**config.mk**
```make
export PLATFORM = sky130hd
export DESIGN_NAME = lsu_agen
export DESIGN_NICKNAME = d
export VERILOG_FILES = /design/src/rtl/agen_pkg.sv /design/src/rtl/agen_addr_calc.sv /design/src/rtl/agen_lane_ctl.sv /design/src/rtl/agen_load_align.sv /design/src/rtl/lsu_agen.sv
export SDC_FILE = /design/constraint.sdc
export NUM_CORES = 1
export LEC_CHECK = 0
export BUFFER_PORTS_ARGS = -buffer_cell sky130_fd_sc_hd__buf_2
export CAP_MARGIN = 10
export CORE_MARGIN = 2
export CORE_UTILIZATION = 29
export CTS_BUF_LIST = sky130_fd_sc_hd__clkbuf_16
export DETAILED_ROUTE_END_ITERATION = 8
export HOLD_SLACK_MARGIN = 0.12
export PLACE_DENSITY = 0.6
export SLEW_MARGIN = 20
export SYNTH_ARGS = -nofsm -noshare
export SYNTH_HDL_FRONTEND = slang
export SYNTH_SLANG_ARGS = --single-unit
```
**constraint.sdc**
```tcl
create_clock -name clk -period 5.7 [get_ports clk]
set_clock_uncertainty 0.2 [all_clocks]
set_input_delay 0.285 -clock clk [delete_from_list [all_inputs] [get_ports clk]]
set_output_delay 0.285 -clock clk [all_outputs]
set_load 0.02 [all_outputs]
```
**src/rtl/agen_pkg.sv**
```systemverilog
// Package: shared codes for the address generation unit.
// Assumes size codes 0..3 map to 1, 2, 4 and 8 byte elements.
package agen_pkg;
    typedef enum logic [2:0] {
        AM_PLAIN   = 3'd0,
        AM_OFS_ADD = 3'd1,
        AM_OFS_SUB = 3'd2,
        AM_PRE_INC = 3'd3,
        AM_PRE_DEC = 3'd4,
        AM_PST_INC = 3'd5,
        AM_PST_DEC = 3'd6,
        AM_SPARE   = 3'd7
    } amode_e;

    typedef enum logic [1:0] {
        SZ_BYTE = 2'd0,
        SZ_HALF = 2'd1,
        SZ_WORD = 2'd2,
        SZ_DBL  = 2'd3
    } asize_e;
endpackage

```
**src/rtl/agen_addr_calc.sv**
```systemverilog
// Module: agen_addr_calc
// Picks the offset source, scales it by the element size, and forms the
// modified pointer, the effective address and the candidate write-back.
// Assumes a purely combinational context. All arithmetic wraps modulo 2^ADDR_W.
module agen_addr_calc
    import agen_pkg::*;
#(
    parameter int ADDR_W = 32,
    parameter int IMM_W  = 5
) (
    input  logic [ADDR_W-1:0] base,
    input  logic [ADDR_W-1:0] reg_off,
    input  logic [IMM_W-1:0]  imm_off,
    input  logic              use_imm,
    input  amode_e            mode,
    input  asize_e            size,
    output logic [ADDR_W-1:0] ea,
    output logic [ADDR_W-1:0] wb_value,
    output logic              wants_wb
);
    localparam int PAD_W = ADDR_W - IMM_W;

    logic [ADDR_W-1:0] off_sel;
    logic [ADDR_W-1:0] scaled;
    logic [ADDR_W-1:0] modified;
    logic              subtract;

    // Select the offset source and scale element count to bytes.
    always_comb begin
        off_sel = use_imm ? {{PAD_W{1'b0}}, imm_off} : reg_off;
        scaled  = off_sel << size;
    end

    // Decide the direction of modification from the mode code.
    always_comb begin
        subtract = (mode == AM_OFS_SUB) || (mode == AM_PRE_DEC) || (mode == AM_PST_DEC);
        modified = subtract ? (base - scaled) : (base + scaled);
    end

    // Route modified or original pointer to the address and write-back.
    always_comb begin
        ea       = base;
        wb_value = base;
        wants_wb = 1'b0;
        unique case (mode)
            AM_OFS_ADD, AM_OFS_SUB: ea = modified;
            AM_PRE_INC, AM_PRE_DEC: begin
                ea       = modified;
                wb_value = modified;
                wants_wb = 1'b1;
            end
            AM_PST_INC, AM_PST_DEC: begin
                wb_value = modified;
                wants_wb = 1'b1;
            end
            default: ea = base;
        endcase
    end
endmodule

```
**src/rtl/agen_lane_ctl.sv**
```systemverilog
// Module: agen_lane_ctl
// Checks natural alignment and the store size limit, and builds the byte-lane
// enables of one memory beat. Assumes BEAT_BYTES is a power of two no smaller
// than the largest element (8 bytes).
module agen_lane_ctl
    import agen_pkg::*;
#(
    parameter int BEAT_BYTES = 8,
    parameter int LANE_W     = $clog2(BEAT_BYTES)
) (
    input  logic [LANE_W-1:0]     ea_lo,
    input  asize_e                size,
    input  logic                  is_store,
    input  logic                  wants_wb,
    output logic [BEAT_BYTES-1:0] byte_en,
    output logic                  misalign,
    output logic                  size_bad,
    output logic                  wb_ok
);
    localparam int CW = LANE_W + 2;

    logic [CW-1:0]         elem_bytes;
    logic [CW-1:0]         lane_lo;
    logic [CW-1:0]         lane_hi;
    logic [LANE_W-1:0]     align_mask;
    logic [BEAT_BYTES-1:0] lane_hit;
    logic                  any_err;

    // Derive element span and the low-bit alignment mask from size.
    always_comb begin
        elem_bytes = CW'(1) << size;
        align_mask = LANE_W'(elem_bytes - CW'(1));
        lane_lo    = {2'b00, ea_lo};
        lane_hi    = lane_lo + elem_bytes;
    end

    // Flag alignment and store-width errors.
    always_comb begin
        misalign = (ea_lo & align_mask) != '0;
        size_bad = is_store && (size == SZ_DBL);
        any_err  = misalign || size_bad;
        wb_ok    = wants_wb && !any_err;
    end

    // One comparator pair per lane marks the lanes covered by the element.
    for (genvar i = 0; i < BEAT_BYTES; i++) begin : g_lane
        always_comb lane_hit[i] = (CW'(i) >= lane_lo) && (CW'(i) < lane_hi);
    end

    // Suppress all lanes on any error.
    always_comb byte_en = any_err ? '0 : lane_hit;
endmodule

```
**src/rtl/agen_load_align.sv**
```systemverilog
// Module: agen_load_align
// Extracts the addressed element from a little-endian beat. Bytes and halves
// are sign-extended to 32 bits, a word is zero-padded, a doubleword passes whole.
// Assumes a 64-bit beat. Address bits below the element size are ignored.
module agen_load_align
    import agen_pkg::*;
#(
    parameter int BEAT_W = 64,
    parameter int LANE_W = $clog2(BEAT_W / 8)
) (
    input  logic [BEAT_W-1:0] beat,
    input  asize_e            size,
    input  logic [LANE_W-1:0] lo,
    output logic [BEAT_W-1:0] result
);
    localparam int NB = BEAT_W / 8;
    localparam int NH = BEAT_W / 16;
    localparam int NW = BEAT_W / 32;

    logic [7:0]  bytes_a [NB];
    logic [15:0] halves_a[NH];
    logic [31:0] words_a [NW];
    logic [7:0]  b_sel;
    logic [15:0] h_sel;
    logic [31:0] w_sel;

    // Slice the beat into element arrays of each width.
    for (genvar i = 0; i < NB; i++) begin : g_b
        always_comb bytes_a[i] = beat[8*i +: 8];
    end
    for (genvar i = 0; i < NH; i++) begin : g_h
        always_comb halves_a[i] = beat[16*i +: 16];
    end
    for (genvar i = 0; i < NW; i++) begin : g_w
        always_comb words_a[i] = beat[32*i +: 32];
    end

    // Pick one element of each width by the relevant address bits.
    always_comb begin
        b_sel = bytes_a[lo];
        h_sel = halves_a[lo[LANE_W-1:1]];
        w_sel = words_a[lo[LANE_W-1]];
    end

    // Extend the selected element into the destination format.
    always_comb begin
        unique case (size)
            SZ_BYTE: result = {{(BEAT_W-32){1'b0}}, {24{b_sel[7]}}, b_sel};
            SZ_HALF: result = {{(BEAT_W-32){1'b0}}, {16{h_sel[15]}}, h_sel};
            SZ_WORD: result = {{(BEAT_W-32){1'b0}}, w_sel};
            default: result = beat;
        endcase
    end
endmodule

```
**src/rtl/lsu_agen.sv**
```systemverilog
// Module: lsu_agen
// Top of the load-store address generation unit. It registers one address
// result per request and, independently, one aligned load result per beat.
// Assumes a 32-bit address, a 5-bit immediate and a 64-bit memory beat.
module lsu_agen
    import agen_pkg::*;
#(
    parameter int ADDR_W     = 32,
    parameter int IMM_W      = 5,
    parameter int BEAT_BYTES = 8,
    parameter int BEAT_W     = BEAT_BYTES * 8,
    parameter int LANE_W     = $clog2(BEAT_BYTES)
) (
    input  logic                  clk,
    input  logic                  rst_n,
    input  logic                  req_valid,
    input  logic                  req_is_store,
    input  logic [ADDR_W-1:0]     req_base,
    input  logic [ADDR_W-1:0]     req_reg_off,
    input  logic [IMM_W-1:0]      req_imm_off,
    input  logic                  req_use_imm,
    input  logic [2:0]            req_mode,
    input  logic [1:0]            req_size,
    input  logic                  ld_req,
    input  logic [BEAT_W-1:0]     ld_beat,
    input  logic [1:0]            ld_size,
    input  logic [LANE_W-1:0]     ld_addr_lo,
    output logic                  rsp_valid,
    output logic [ADDR_W-1:0]     ea,
    output logic [ADDR_W-1:0]     wb_value,
    output logic                  wb_en,
    output logic [BEAT_BYTES-1:0] byte_en,
    output logic                  misalign_err,
    output logic                  size_err,
    output logic                  ld_valid,
    output logic [BEAT_W-1:0]     ld_result
);
    logic [ADDR_W-1:0]     ea_c;
    logic [ADDR_W-1:0]     wbv_c;
    logic                  wants_wb_c;
    logic [BEAT_BYTES-1:0] be_c;
    logic                  mis_c;
    logic                  szb_c;
    logic                  wbok_c;
    logic [BEAT_W-1:0]     ld_c;

    agen_addr_calc #(.ADDR_W(ADDR_W), .IMM_W(IMM_W)) u_calc (
        .base    (req_base),
        .reg_off (req_reg_off),
        .imm_off (req_imm_off),
        .use_imm (req_use_imm),
        .mode    (amode_e'(req_mode)),
        .size    (asize_e'(req_size)),
        .ea      (ea_c),
        .wb_value(wbv_c),
        .wants_wb(wants_wb_c)
    );

    agen_lane_ctl #(.BEAT_BYTES(BEAT_BYTES), .LANE_W(LANE_W)) u_lane (
        .ea_lo   (ea_c[LANE_W-1:0]),
        .size    (asize_e'(req_size)),
        .is_store(req_is_store),
        .wants_wb(wants_wb_c),
        .byte_en (be_c),
        .misalign(mis_c),
        .size_bad(szb_c),
        .wb_ok   (wbok_c)
    );

    agen_load_align #(.BEAT_W(BEAT_W), .LANE_W(LANE_W)) u_align (
        .beat  (ld_beat),
        .size  (asize_e'(ld_size)),
        .lo    (ld_addr_lo),
        .result(ld_c)
    );

    // Register address results on each accepted request.
    always_ff @(posedge clk) begin
        if (!rst_n) begin
            rsp_valid    <= 1'b0;
            ea           <= '0;
            wb_value     <= '0;
            wb_en        <= 1'b0;
            byte_en      <= '0;
            misalign_err <= 1'b0;
            size_err     <= 1'b0;
        end else begin
            rsp_valid <= req_valid;
            if (req_valid) begin
                ea           <= ea_c;
                wb_value     <= wbv_c;
                wb_en        <= wbok_c;
                byte_en      <= be_c;
                misalign_err <= mis_c;
                size_err     <= szb_c;
            end
        end
    end

    // Register the aligned load element on each returned beat.
    always_ff @(posedge clk) begin
        if (!rst_n) begin
            ld_valid  <= 1'b0;
            ld_result <= '0;
        end else begin
            ld_valid <= ld_req;
            if (ld_req) ld_result <= ld_c;
        end
    end


    post_ea_chk: assert property (@(posedge clk) disable iff (!rst_n)
        rsp_valid && ($past(req_mode) == 3'd5 || $past(req_mode) == 3'd6)
        |-> ea == $past(req_base));


    no_wb_mode_chk: assert property (@(posedge clk) disable iff (!rst_n)
        rsp_valid && ($past(req_mode) <= 3'd2 || $past(req_mode) == 3'd7)
        |-> !wb_en && wb_value == $past(req_base));


    err_quiet_chk: assert property (@(posedge clk) disable iff (!rst_n)
        (misalign_err || size_err) |-> !wb_en && byte_en == '0);


    lane_count_chk: assert property (@(posedge clk) disable iff (!rst_n)
        rsp_valid && !misalign_err && !size_err
        |-> $countones(byte_en) == (32'd1 << $past(req_size)));


    dbl_store_chk: assert property (@(posedge clk) disable iff (!rst_n)
        rsp_valid && $past(req_is_store) && $past(req_size) == 2'd3 |-> size_err);


    byte_ext_chk: assert property (@(posedge clk) disable iff (!rst_n)
        ld_valid && $past(ld_size) == 2'd0
        |-> ld_result[BEAT_W-1:32] == '0 && ld_result[31:8] == {24{ld_result[7]}});


    hold_chk: assert property (@(posedge clk) disable iff (!rst_n)
        !$past(req_valid) |-> $stable(ea) && !rsp_valid);
endmodule

```
After elaboration in Yosys (flattened, before gate mapping)

Cells that the tools add are included.

Memories: 0
Bits of input ports: 149
Word-level logic and storage cells: 81
Register bits after elaboration: 141
Output and inout port bits: 141
Memory bits (read-only): 0
Memory bits (writable): 0
Latch bits: 0

Bitwise gates (word level): 4
Equality and inequality tests: 9
Magnitude comparators: 19
Shift operators: 2
Div/mod/pow operators: 0
Reduce and logical (&&, ||, !) cells: 18
Multiply operators: 0
Muxes and demuxes: 16
Add/sub/neg operators: 4

Operators with widths:

| cell                  | count |
|---|---|
| $mux W32              | 7 |
| $pmux W64 S3          | 1 |
| $add A32 B32 Y32      | 1 |
| $bmux W16 S2          | 1 |
| $mux W16              | 2 |
| $shl A32 B2 Y32       | 1 |
| $sub A32 B32 Y32      | 1 |
| $bmux W8 S3           | 1 |
| $mux W8               | 3 |
| $lt A3 B5 Y1 const A  | 4 |
| $ge A3 B3 Y1 const A  | 4 |
| $logic_and A1 B1 Y1   | 10 |
| $lt A1 B5 Y1 const A  | 2 |
| $lt A2 B5 Y1 const A  | 2 |
| $eq A3 B3 Y1 const B  | 3 |
| $reduce_or A4 Y1      | 2 |
| $eq A3 B2 Y1 const B  | 2 |
| $ge A1 B3 Y1 const A  | 2 |
| $ge A2 B3 Y1 const A  | 2 |
| $add A3 B5 Y5         | 1 |
| $shl A1 B2 Y5 const A | 1 |
| $eq A2 B2 Y1 const B  | 2 |
| $ge A4 B4 Y1 const B  | 1 |
| $not A3 Y4            | 1 |
| 13 further kinds      | 15 |

Longest topological paths before layout

Word-level depth: 10
Depth in mapped cells: 24
Gate-level depth less buffers: 21

Modules after synthesis

A second synthesis with hierarchy kept.

Cells, all modules: 1443
Area total of the unflattened synthesis: 11656.2 um^2

Modules (own cells, without submodules):

| module          | times used | cells an instance | seq. area each (um^2) | area an instance (um^2) |
|---|---|---|---|---|
| lsu_agen        | 1          | 452               | 2822.7                | 5353.9 |
| agen_addr_calc  | 1          | 691               | 0.0                   | 4375.4 |
| agen_load_align | 1          | 249               | 0.0                   | 1571.5 |
| agen_lane_ctl   | 1          | 51                | 0.0                   | 355.3 |

Least setup slack after synthesis

Ideal clock, no wire load.

Path type: input-to-reg
Start point: input port req_use_imm
End point: register ea[24]
Cell stages on the path: 21
Arrival time: 4.699 ns
Setup slack: 0.686 ns
Required time: 5.385 ns
Setup time: 0.115 ns
Path buffers: 4
Cell sequence: buf_6 -> clkbuf_1 -> clkbuf_1 -> mux4_2 -> nand2_1 -> ha_1 -> nand3b_4 -> nor3_1 -> o22ai_1 -> a22oi_1 -> ha_1 -> clkbuf_1 -> nand3_1 -> nor2_1 -> a32o_1 -> a211oi_1 -> nor3_1 -> o41ai_1 -> xor2_1 -> o221ai_1 -> and2_1

Word-level cells in the longest chain between the ends: 5
Elaborated cells on any way between the ends: 6

Ends and longest elaborated chain:

| element                                              | RTL line             | text |
|---|---|---|
| start: declaration                                   | lsu_agen.sv:21       | `input logic req_use_imm,` |
| $mux W32 (*)                                         | agen_addr_calc.sv:30 | `off_sel = use_imm ? {{PAD_W{1'b0}}, imm_off} : reg_off;` |
| $shl A32 B2 Y32 (*)                                  | agen_addr_calc.sv:31 | `scaled = off_sel << size;` |
| $add A32 B32 Y32 or $sub A32 B32 Y32 (tied branches) | agen_addr_calc.sv:37 | `modified = subtract ? (base - scaled) : (base + scaled);` |
| $mux W32 (*)                                         | agen_addr_calc.sv:37 |  |
| $mux W32 (*)                                         | agen_addr_calc.sv:45 | `unique case (mode)` |
| end signal: assignment                               | lsu_agen.sv:81       | `ea <= '0;` |
| end signal: assignment                               | lsu_agen.sv:90       | `ea <= ea_c;` |
| end: declaration                                     | lsu_agen.sv:29       | `output logic [ADDR_W-1:0] ea,` |

Every way passes the cells marked *; elsewhere a longest branch is shown, timed or not.
A chain may end at the register's enable or synchronous reset.

Worst setup path in the final report

Start point: input port req_size[0]
End point: register wb_value[27]

Word-level cells in the longest chain between the ends: 4
Elaborated cells on any way between the ends: 5

Ends and longest elaborated chain:

| element                                              | RTL line             | text |
|---|---|---|
| start: declaration                                   | lsu_agen.sv:23       | `input logic [1:0] req_size,` |
| $shl A32 B2 Y32 (*)                                  | agen_addr_calc.sv:31 |  |
| $add A32 B32 Y32 or $sub A32 B32 Y32 (tied branches) | agen_addr_calc.sv:37 |  |
| $mux W32 (*)                                         | agen_addr_calc.sv:37 |  |
| $mux W32 (*)                                         | agen_addr_calc.sv:45 |  |
| end signal: assignment                               | lsu_agen.sv:91       | `wb_value <= wbv_c;` |
| end: declaration                                     | lsu_agen.sv:30       | `output logic [ADDR_W-1:0] wb_value,` |

Marks and branches as above.

==> results by group <==
Timing
  – RSZ-0062 raised after global routing: no
  – Fin. max-slew vios: 0
  – Slew margin rel.: between 30 and 40%
  – Final setup vio count: 0
  – FMAX: about 200 MHz
  – Minimum clock period: a little over 5 ns
  – Final Hold Vio Count: 0
  – Final period util: 89.3%
  – Setup TNS Final: 0 ns
  – Worst Tran Pin Value: between 0.9 and 1 ns

Yosys
  – Dominant cells by area after synthesis: dfxtp_1 27%, a21oi_1 6.9%, nand2_1 6.5%
  – Synthesized area per cell: approximately 7.4 um^2
  – Synth top area share: around a quarter
  – Ys Warns: 0
  – Cells after Synth: 1427
  – Most frequent cells after synthesis: 185 x nand2_1, 183 x nor2_1, 146 x a21oi_1, 141 x dfxtp_1, 94 x o21ai_0
  – Most numerous cell in the Yosys netlist: nand2_1
  – FF+latch count, synth: 141
  – Most used DFF post-synth: dfxtp_1
  – Mapped Area: 10600 um^2
  – Fraction of registers with async set/reset: 0%
  – Seq/Total Area, Yosys: roughly a quarter
  – Post-synthesis net count: ~1600
  – Post-synth EDFFs: 0
  – Post-synth cell types: 80
  – Leading area contributor after synthesis: dfxtp_1

Clocking
  – Sink Count: roughly 140
  – Clk_lat worst skew: 0.43 ns
  – CTS tree: yes
  – Setup Buffers After CTS: 0
  – Clock transition at the registers of the reported paths: ~0.07 ns
  – Clk buf depth: 2
  – TritonCTS Buffers: 17
  – Max H-tree Level: 4
  – Clock root cell: clkbuf_16

Floorplanning
  – Die area: ~38000 um^2
  – Row count: 70
  – Die X: between 150 and 200 um
  – Die height: 195 um
  – Initial core utilization: 29.2%
  – Core area: about 36000 um^2
  – Num ports: a little under 300

Global routing
  – Global-route wire length before repair: 66500 um
  – Remaining global-route overflow: 0
  – Vias in the first global route: about 11000
  – Pin count of the biggest net entering global routing: 98
  – Gr usage total: about 22%
  – Initial antenna violation count: 0

Detailed routing
  – Routed wire length: 43300 um
  – DRC viols: 0
  – First-pass DRT Iterations: 5
  – Antenna Nets Post-Route: 0
  – DR vias/cell: 5.32
  – Detailed-route via count: ~12000
  – Wire per inst: slightly below 20 um
  – Iter 0 DRT Violations: about 620

Critical path
  – Critical path endpoint category: register
  – Crit Path Class: in -> reg
  – Crit-path max FO: 34
  – Crit path DAT: roughly 5.3 ns
  – Reg2reg path depth: 3
  – Worst path required time: around 5.9 ns
  – R2R setup slack: roughly 4.3 ns
  – Worst r2r dst: wb_value[23]
  – Crit start category: primary input
  – Reg-to-Reg Start: wb_value[23]

Hold path
  – Hold Crit Start: req_base[24]
  – Hold-critical path depth: 4
  – Hold Path End: ea[24]
  – Min-Delay Path Class: in -> reg

Finish
  – Multi-input gate area: 7300 um^2
  – Share of cells above drive strength 1: 22.5%
  – Layout net count: 1931
  – Register Area: between 2000 and 3000 um^2
  – Core Util, Final: a little under two fifths
  – # fillers: roughly 3800
  – ANT cells: 0
  – P&R area growth vs syn: 31.0%

Pwr
  – Power Density: roughly 260 nW/um^2
  – Maximum vdd drop: between 0.00015 and 0.0002 V
  – Leakage: 6.13 nW

Placement
  – I/O Buffers: roughly 290
  – RePlAce Congestion: roughly 0.94
  – Detailed-placement wirelength estimate: 32700 um

Flow run
  – Number of max-cap violations: 0

Outcome
  – Result of the run: completed
[sequential cells by signal, summed over array words and instances (netlist names)]
| register | cells |
|---|---|
| byte_en | 8 |
| ea | 32 |
| misalign_err | 1 |
| wb_value | 32 |
| ld_valid | 1 |
| size_err | 1 |
| wb_en | 1 |
| rsp_valid | 1 |
| ld_result | 64 |
[layout make-up]
cell class | count | area share [%]
multi-input combinational | 1149 | 52.5
inverter | 40 | 1.08
clock inverter | 15 | 1.17
tap | 468 | 4.21
sequential | 141 | 20.3
timing repair buffer | 395 | 17.7
clock buffer | 17 | 3.06
[worst max-delay path: stages]
cell	delay, ns
buf_2	0.38
buf_4	0.43
nor2b_1	0.13
nor3_1	0.25
or3_1	0.27
o21a_1	0.22
nor4b_4	0.36
o21ai_2	0.14
a21oi_4	0.19
a21oi_1	0.10
xor2_1	0.15
ha_1	0.35
a21oi_1	0.16
o21ai_0	0.17
a21o_1	0.21
and3_1	0.17
o31ai_1	0.13
nand2_1	0.12
xor2_1	0.19
nand2_1	0.07
a31oi_1	0.18
dlygate4sd3_1	0.57
[where the power goes]
part | switching (mW) | internal, mW
Clock | 0.490 | 0.651
Sequential | 0.0469 | 1.07
Combinational | 0.844 | 0.519
Total | 1.38 | 2.23
[cells in the final DEF (no fill, tap or decap), drive strengths merged, types with 8 or more instances in the layout]
cell type    count
o22ai           11
o31ai           12
clkbuf          17
dfxtp          141
xnor2           31
o221ai          20
o211ai          11
and2            15
mux4            20
a211oi          23
inv             43
or3              8
xor2            18
mux2i           35
a21o            13
dlygate4sd3     88
ha              36
nand2          185
mux2            11
a311oi          24
o21a            11
nor3            17
o21ai           98
a31oi           26
nor2           184
nor2b           42
nand3           27
a22oi           15
a21oi          147
buf            307
nand2b          30
[worst max-delay path by stage]
stage                            from           end  slack (ns)  cells after the start
after floorplan           req_use_imm        ea[24]        0.69                     21
after global placement    req_size[0]        ea[29]        0.50                     20
after detailed placement  req_size[0]        ea[29]        0.39                     18
after CTS                 req_size[0]  wb_value[27]        0.51                     19
after global routing      req_size[0]  wb_value[27]        0.14                     19
final                     req_size[0]  wb_value[27]        0.61                     22
[cells by family after synthesis]
family / after synthesis / share of synthesized area [%]
compound gates: 458 / 27.6
fa+ha+maj: 38 / 4.62
simple gates: 538 / 23.4
mux: 66 / 8.71
xor+xnor: 49 / 4.04
flops: 141 / 26.6
buf+inv: 137 / 5.09
[through the flow]
step | total power [mW] | setup WS [ns] | cells | hold slack (ns) | area (um^2)
floorplan | 2.01 | 0.686 | 1427 | 0.224 | 10600
global placement | 2.43 | 0.501 | 2105 | 0.247 | 12400
detailed placement | 2.44 | 0.387 | 2105 | 0.249 | 12400
CTS | 3.65 | 0.514 | 2224 | 0.121 | 13900
global route | 3.83 | 0.136 | 2225 | 0.152 | 13900
finish | 3.62 | 0.612 | 2225 | 0.146 | 13900
[layer usage]
metal,wire (um),up-vias,GRT usage (%)
li1,-,5794,-
met1,18200,5521,27.6
met2,20600,462,38.2
met3,2900,67,4.16
met4,1640,0,9.58
met5,0,-,0
[what timing repair did]
action / in CTS / in global routing
resized for setup: 0 / 1
endpoints found under the setup margin: 0 / 2
hold buffers: 87 / 1
endpoints found under the hold margin: 112 / 1
No activity file was read; power rests on OpenSTA's default activity.
